===== src/rtl/dly_slew_pkg.sv =====
package dly_slew_pkg;
  typedef enum logic [1:0] {
    DIR_HOLD = 2'd0,
    DIR_UP   = 2'd1,
    DIR_DOWN = 2'd2
  } slew_dir_e;
endpackage


===== src/rtl/dly_slew_cmp.sv =====
module dly_slew_cmp
  import dly_slew_pkg::*;
#(
  parameter int W = 26
) (
  input  logic [W-1:0] actual,
  input  logic [W-1:0] target,
  output slew_dir_e    dir
);
  always_comb begin
    if (target > actual)      dir = DIR_UP;
    else if (target < actual) dir = DIR_DOWN;
    else                      dir = DIR_HOLD;
  end
endmodule


===== src/rtl/dly_slew_step.sv =====
module dly_slew_step
  import dly_slew_pkg::*;
#(
  parameter int W       = 26,
  parameter int UP_STEP = 4,
  parameter int DN_STEP = 2
) (
  input  logic [W-1:0] cur,
  input  slew_dir_e    dir,
  output logic [W-1:0] nxt
);
  localparam logic [W-1:0] UP_V = W'(UP_STEP);
  localparam logic [W-1:0] DN_V = W'(DN_STEP);

  // Width-limited sums wrap modulo 2^W, keeping the integer part in range.
  always_comb begin
    case (dir)
      DIR_UP:   nxt = cur + UP_V;
      DIR_DOWN: nxt = cur - DN_V;
      default:  nxt = cur;
    endcase
  end
endmodule


===== src/rtl/dly_slew_lim.sv =====
module dly_slew_lim
  import dly_slew_pkg::*;
#(
  parameter int INT_W   = 18,
  parameter int FRAC_W  = 8,
  parameter int UP_STEP = 4,
  parameter int DN_STEP = 2,
  parameter int RST_INT = 1
) (
  input  logic                      clk,
  input  logic                      rst,
  input  logic                      tick,
  input  logic [INT_W+FRAC_W-1:0]   desired,
  output logic [INT_W+FRAC_W-1:0]   delay_full,
  output logic [INT_W-1:0]          delay_int
);
  localparam int W = INT_W + FRAC_W;
  localparam logic [W-1:0]     RST_FULL = W'(RST_INT) << FRAC_W;
  localparam logic [INT_W-1:0] RST_IPART = INT_W'(RST_INT);

  slew_dir_e      dir;
  logic [W-1:0]   nxt;

  dly_slew_cmp #(.W(W)) cmp_i (
    .actual (delay_full),
    .target (desired),
    .dir    (dir)
  );

  dly_slew_step #(.W(W), .UP_STEP(UP_STEP), .DN_STEP(DN_STEP)) step_i (
    .cur (delay_full),
    .dir (dir),
    .nxt (nxt)
  );

  always_ff @(posedge clk) begin
    if (rst) begin
      delay_full <= RST_FULL;
      delay_int  <= RST_IPART;
    end else if (tick && dir != DIR_HOLD) begin
      delay_full <= nxt;
      delay_int  <= nxt[W-1:FRAC_W];
    end
  end
endmodule


===== config.mk =====
export PLATFORM = sky130hd
export DESIGN_NAME = dly_slew_lim
export DESIGN_NICKNAME = d
export VERILOG_FILES = /design/src/rtl/dly_slew_pkg.sv /design/src/rtl/dly_slew_cmp.sv /design/src/rtl/dly_slew_step.sv /design/src/rtl/dly_slew_lim.sv
export SDC_FILE = /design/constraint.sdc
export NUM_CORES = 1
export LEC_CHECK = 0
export ABC_AREA = 1
export BUFFER_PORTS_ARGS = -buffer_cell sky130_fd_sc_hd__buf_4
export CAP_MARGIN = 10
export CORE_MARGIN = 2
export CORE_UTILIZATION = 38
export DETAILED_ROUTE_END_ITERATION = 10
export PLACE_DENSITY = 0.65
export SYNTH_ARGS = -nofsm -noshare
export SYNTH_HDL_FRONTEND = slang
export SYNTH_SLANG_ARGS = --single-unit

===== constraint.sdc =====
create_clock -name clk -period 4.15 [get_ports clk]
set_input_delay 0.6225 -clock clk [delete_from_list [all_inputs] [get_ports clk]]
set_output_delay 0.6225 -clock clk [all_outputs]
set_load 0.005 [all_outputs]

; ---- After elaboration in Yosys (flattened, before gate mapping)
; Cells that the tools add are included.
[totals]
elab_cells = 15
ff_bits = 26
out_inout_bits = 44
input_bits = 29
[classes]
addsub = 2
n_lt_le_gt_ge = 2
n_eq_ne = 2
n_mux = 3
reduce_logical = 4
[ops]
columns = op, n
row1 = 26-bit case mux with 2 select lines, 1
row2 = "26-bit by 3-bit adder with 26-bit output, second input constant", 1
row3 = 26-bit greater-than comparator, 1
row4 = 26-bit less-than comparator, 1
row5 = "26-bit by 2-bit subtractor with 26-bit output, second input constant", 1
row6 = 2-bit two-way mux, 2
row7 = 2-bit nonzero test, 2
row8 = "2-bit by 1-bit equality test with 1-bit output, second input constant", 1
row9 = "2-bit equality test, second input constant", 1
row10 = 2-bit AND reduction, 1
row11 = 1-bit logical AND, 1

; ---- Depth between registers and ports, before layout
[depth]
word_depth = 6
mapped_depth = 16
ltp_nobuf = 14

; ---- Hierarchy
; A second synthesis with hierarchy kept.
[unflattened]
cells_unflattened = 718
area_unflattened_um2 = 4057.6
[modules_own_cells]
columns = mod, seq_area_each_um2, cells_per_inst, area_per_inst_um2, n_inst
row1 = dly_slew_step, 0.0, 407, 1885.6, 1
row2 = dly_slew_lim, 520.5, 188, 1400.1, 1
row3 = dly_slew_cmp, 0.0, 123, 772.0, 1

; ---- Worst setup path before layout
; Ideal clock, no wire load.
[synth_timing]
path_kind = input-to-reg
start = input desired[21]
end = register delay_full[8]
path_slack_ns = 2.122
setup_time_ns = 0.120
arrival_time_ns = 1.908
t_required_ns = 4.030
n_path_buf = 1
stages = 14
path_cell_list = ha_1 > nand2_1 > inv_1 > nand2_1 > nand2_1 > nand2_1 > nand3_2 > nor2_4 > nand2_4 > buf_6 > nand2_1 > o21ai_0 > nand2_1 > nand3_1
[synth_via]
elab_chain_len = 6
word_cells_on_any_way = 11
cone_classes = order compare (2) / eq/ne (2) / mux (3) / reduce/logical (4)
[synth_rtl]
columns = item, line_no
row1 = start: declaration, dly_slew_lim.sv:13  ; input logic [INT_W+FRAC_W-1:0] desired,
row2 = 26-bit less-than comparator, dly_slew_cmp.sv:12  ; else if (target < actual) dir = DIR_DOWN;
row3 = 2-bit two-way mux, dly_slew_cmp.sv:12
row4 = 2-bit two-way mux (*), dly_slew_cmp.sv:11  ; if (target > actual) dir = DIR_UP;
row5 = "2-bit by 1-bit equality test with 1-bit output, or another cell as far along", dly_slew_step.sv:17  ; case (dir)
row6 = 2-bit nonzero test (no source line) / 1-bit logical AND (equally long branches), --
row7 = 2-bit AND reduction (no source line), --
row8 = end signal: assignment, dly_slew_lim.sv:41  ; delay_full <= nxt;
row9 = end: declaration, dly_slew_lim.sv:14  ; output logic [INT_W+FRAC_W-1:0] delay_full,
; Mark *: on every way between the ends. The rest lies on a longest branch, timed or not.
; A chain may end at the register's enable or synchronous reset.

; ---- Worst setup path in the final report
[layout_timing]
start = register delay_full[5]
end = register delay_full[2]
[layout_via]
elab_chain_len = 6
word_cells_on_any_way = 11
cone_classes = order compare (2) / eq/ne (2) / mux (3) / reduce/logical (4)
[layout_rtl]
columns = item, line_no
row1 = 26-bit less-than comparator, dly_slew_cmp.sv:12
row2 = 2-bit two-way mux, dly_slew_cmp.sv:12
row3 = 2-bit two-way mux (*), dly_slew_cmp.sv:11
row4 = "2-bit by 1-bit equality test with 1-bit output, or another cell as far along", dly_slew_step.sv:17
row5 = 2-bit nonzero test (no source line) / 1-bit logical AND (equally long branches), --
row6 = 2-bit AND reduction (no source line), --
; Marks and branches as above.

==> flow_metrics.env <==
export IMPL_pre_cts_slack_ns=1.12
export IMPL_drive_above_1_share=0.152
export IMPL_finalCriticalPeriod_ns=2.97
export IMPL_cts_resized=0
export IMPL_vias_per_cell=5.25
export IMPL_reg_top3="delay_full (25)"
export IMPL_htree_levels=1
export IMPL_grt_pass1_vias=3637
export IMPL_rsz0062_at_grt="no"
export IMPL_area_growth_pct=12.9
export IMPL_finalWeightedCongestion=1.06
export IMPL_fp_dieH_um=98.6
export IMPL_seq_area_um2=500
export IMPL_status="finished, final reports clean"
export IMPL_netlist_area_um2=3400
export IMPL_met1_length_mm=4.97
export IMPL_hp_class="flop to flop"
export IMPL_highest_layer="met4"
export IMPL_crit_type="flop to flop"
export IMPL_dp_cells=724
export IMPL_ys_async_sr_fraction=0
export IMPL_seq_area_frac_synth=0.147
export IMPL_coreArea_um2=8680
export IMPL_drt_iter0_drc=250
export IMPL_power_density_nw_per_um2=217
export IMPL_arrival_ns=3.16
export IMPL_finalSetupViolCount=0
export IMPL_wirelength_mm=11.0
export IMPL_maxClockFrequency_ghz=0.336
export IMPL_dr_wl_met3_um=715
export IMPL_slowest_stage="dfxtp_1"
export IMPL_dieWidth_um=98.6
export IMPL_drv_cap=0
export IMPL_grt_start_max_net_pins=28
export IMPL_cp_required_ns=4.33
export IMPL_cts_hold_buf=0
export IMPL_io_buffer_count=71
export IMPL_synth_edff_count=0
export IMPL_hpwl_mm=8.75
export IMPL_cts_buffers=3
export IMPL_finalCritPeriodShare=0.717
export IMPL_grt_overflow=0
export IMPL_antenna_found_initial=0
export IMPL_yosys_warnings=0
export IMPL_cts_setup_buffers=0
export IMPL_largest_register="delay_full"
export IMPL_cts_buffer_depth=2
export IMPL_tns_ns=0
export IMPL_ant_nets=0
export IMPL_synth_ff_type="dfxtp_1"
export IMPL_multiInputGateArea_um2=2420
export IMPL_critPathCaptureType="flop"
export IMPL_vdd_drop_max_mv=0.0968
export IMPL_fillers=964
export IMPL_cts_tree="done"
export IMPL_drt_pre_antenna_iters=5
export IMPL_crit_top_cell="nand2_1"
export IMPL_setup_slack_ns=1.18
export IMPL_fin_skew_ns=0.00652
export IMPL_met2RoutedLength_mm=5.11
export IMPL_synth_area_leader_cell="nand2_1"
export IMPL_clockRootBuffer="clkbuf_8"
export IMPL_synth_cells=585
export IMPL_initial_core_util=0.391
export IMPL_slew_viol_final=0
export IMPL_ys_ff_latch=25
export IMPL_yosysTopAreaCellShare=0.219
export IMPL_slew_headroom=0.626
export IMPL_crit_start="delay_full[5]$_SDFFE_PP0P_"
export IMPL_largest_register_ff_count=25
export IMPL_leakage_nw=1.83
export IMPL_syn_num_nets=643
export IMPL_rows=34
export IMPL_ioPinCount=73
export IMPL_tightest_slew_ns=0.559
export IMPL_die_area_um2=9710
export IMPL_grt_pass1_wl_mm=18.2
export IMPL_synth_avg_cell_area_um2=5.81
export IMPL_worstPathMaxFanout=25
export IMPL_cts_num_sinks=25
export IMPL_n_antenna_cell=0
export IMPL_wl_per_cell_um=15.1
export IMPL_vias=3824
export IMPL_clk_latency_ns=0.28
export IMPL_critPathLaunchType="flop"
export IMPL_synth_area_leaders="nand2_1 22%, dfxtp_1 15%, ha_1 11%, nand3_1 10%, nor2_1 8.3%"
export IMPL_grt_total_usage=0.232
export IMPL_hold_viol=0
export IMPL_drc_errors=0
export IMPL_stdcell_count=728
export IMPL_ys_types=29
export IMPL_slowest_delay_ns=0.51
export IMPL_nNetsFinal=679
export IMPL_hp_start="delay_full[23]$_SDFFE_PP0P_"
export IMPL_reg2reg_from="delay_full[5]$_SDFFE_PP0P_"
export IMPL_path_cells="inv_1 -> ha_1 -> nand2_1 -> inv_1 -> nand2_1 -> nand2_1 -> nand2_1 -> nand3_1 -> nand2_2 -> nand3_4 -> nand2_4 -> inv_1 -> nor2_1 -> nor2_1"
export IMPL_clk_pin_slew_ns=0.09
through the flow:
stage | cell area [um^2] | hold slack (ns) | power (mW) | utilization
floorplan | 3400 | 0.520 | 0.567 | -
global placement | 3790 | 0.547 | 0.674 | 0.437
detailed placement | 3790 | 0.554 | 0.683 | 0.437
CTS | 3830 | 0.567 | 0.829 | 0.442
global route | 3830 | 0.592 | 0.902 | 0.442
finish | 3830 | 0.563 | 0.831 | 0.442
cells in the final DEF, fill, tap and decap left out:
master	n
ha_1	29
o21ai_1	2
nand3_1	68
buf_4	74
o21bai_1	1
a21o_1	1
nand3_4	1
nor2_2	4
nand2_2	3
clkbuf_1	1
o21ai_0	4
nor3_1	5
nor3_2	1
nand2_1	198
xnor2_1	1
inv_1	45
conb_1	1
nand2_4	2
nor2_1	75
inv_2	3
dfxtp_1	25
nand3b_1	1
nand3_2	1
clkbuf_8	3
a21oi_1	28
xor2_1	31
nor2_4	2
nand4_1	10
final cells by class:
| class | count | share of cell area |
|---|---|---|
| multi-input cells | 469 | 0.631 |
| repair buffers | 74 | 0.145 |
| flip-flops and latches | 25 | 0.131 |
| inverters | 48 | 0.0470 |
| well taps | 108 | 0.0352 |
| clock buffers | 4 | 0.0117 |
power by group:
part           switching, mW  internal, mW
registers             0.0351         0.253
clock network         0.0814        0.0690
logic                  0.242         0.150
cells in the mapped netlist, types with 5 or more instances:
cell	number
nand2_1	198
buf_2	13
nand3_1	68
dfxtp_1	25
nor2_1	75
xor2_1	31
ha_1	29
inv_1	45
nand4_1	10
nor3_1	5
buf_4	24
a21oi_1	28
worst max-delay path, delay by kind of cell (launching register included):
family / cells / cell delay [ns]
AND/OR/NAND/NOR: 10 / 1.63
flip-flops: 1 / 0.51
adder cells (fa/ha/maj): 1 / 0.33
buffers and inverters: 3 / 0.38
cells by family after synthesis:
logic type | Yosys count | share of synthesized area
and+or+nand+nor | 371 | 0.467
buffers and inverters | 91 | 0.141
AOI/OAI and AO/OA | 36 | 0.0545
xor gates and xnor gates | 32 | 0.0825
adders and majority gates | 29 | 0.107
DFF | 25 | 0.147
other | 1 | 0.00110
final timing paths:
path                                                    end  slack (ns)  cells after the start
worst max-delay path             delay_full[2]$_SDFFE_PP0P_        1.18                     14
worst min-delay path            delay_full[23]$_SDFFE_PP0P_        0.56                      2
worst min register to register  delay_full[23]$_SDFFE_PP0P_        0.56                      2
worst max register to register   delay_full[2]$_SDFFE_PP0P_        1.18                     14
layer usage:
layer / track usage / vias to the layer above
li1: - / 1908
met1: 0.314 / 1739
met2: 0.391 / 162
met3: 0.0227 / 15
met4: 0.0706 / 0
met5: 0 / -
(Power assumes the default switching activity.)
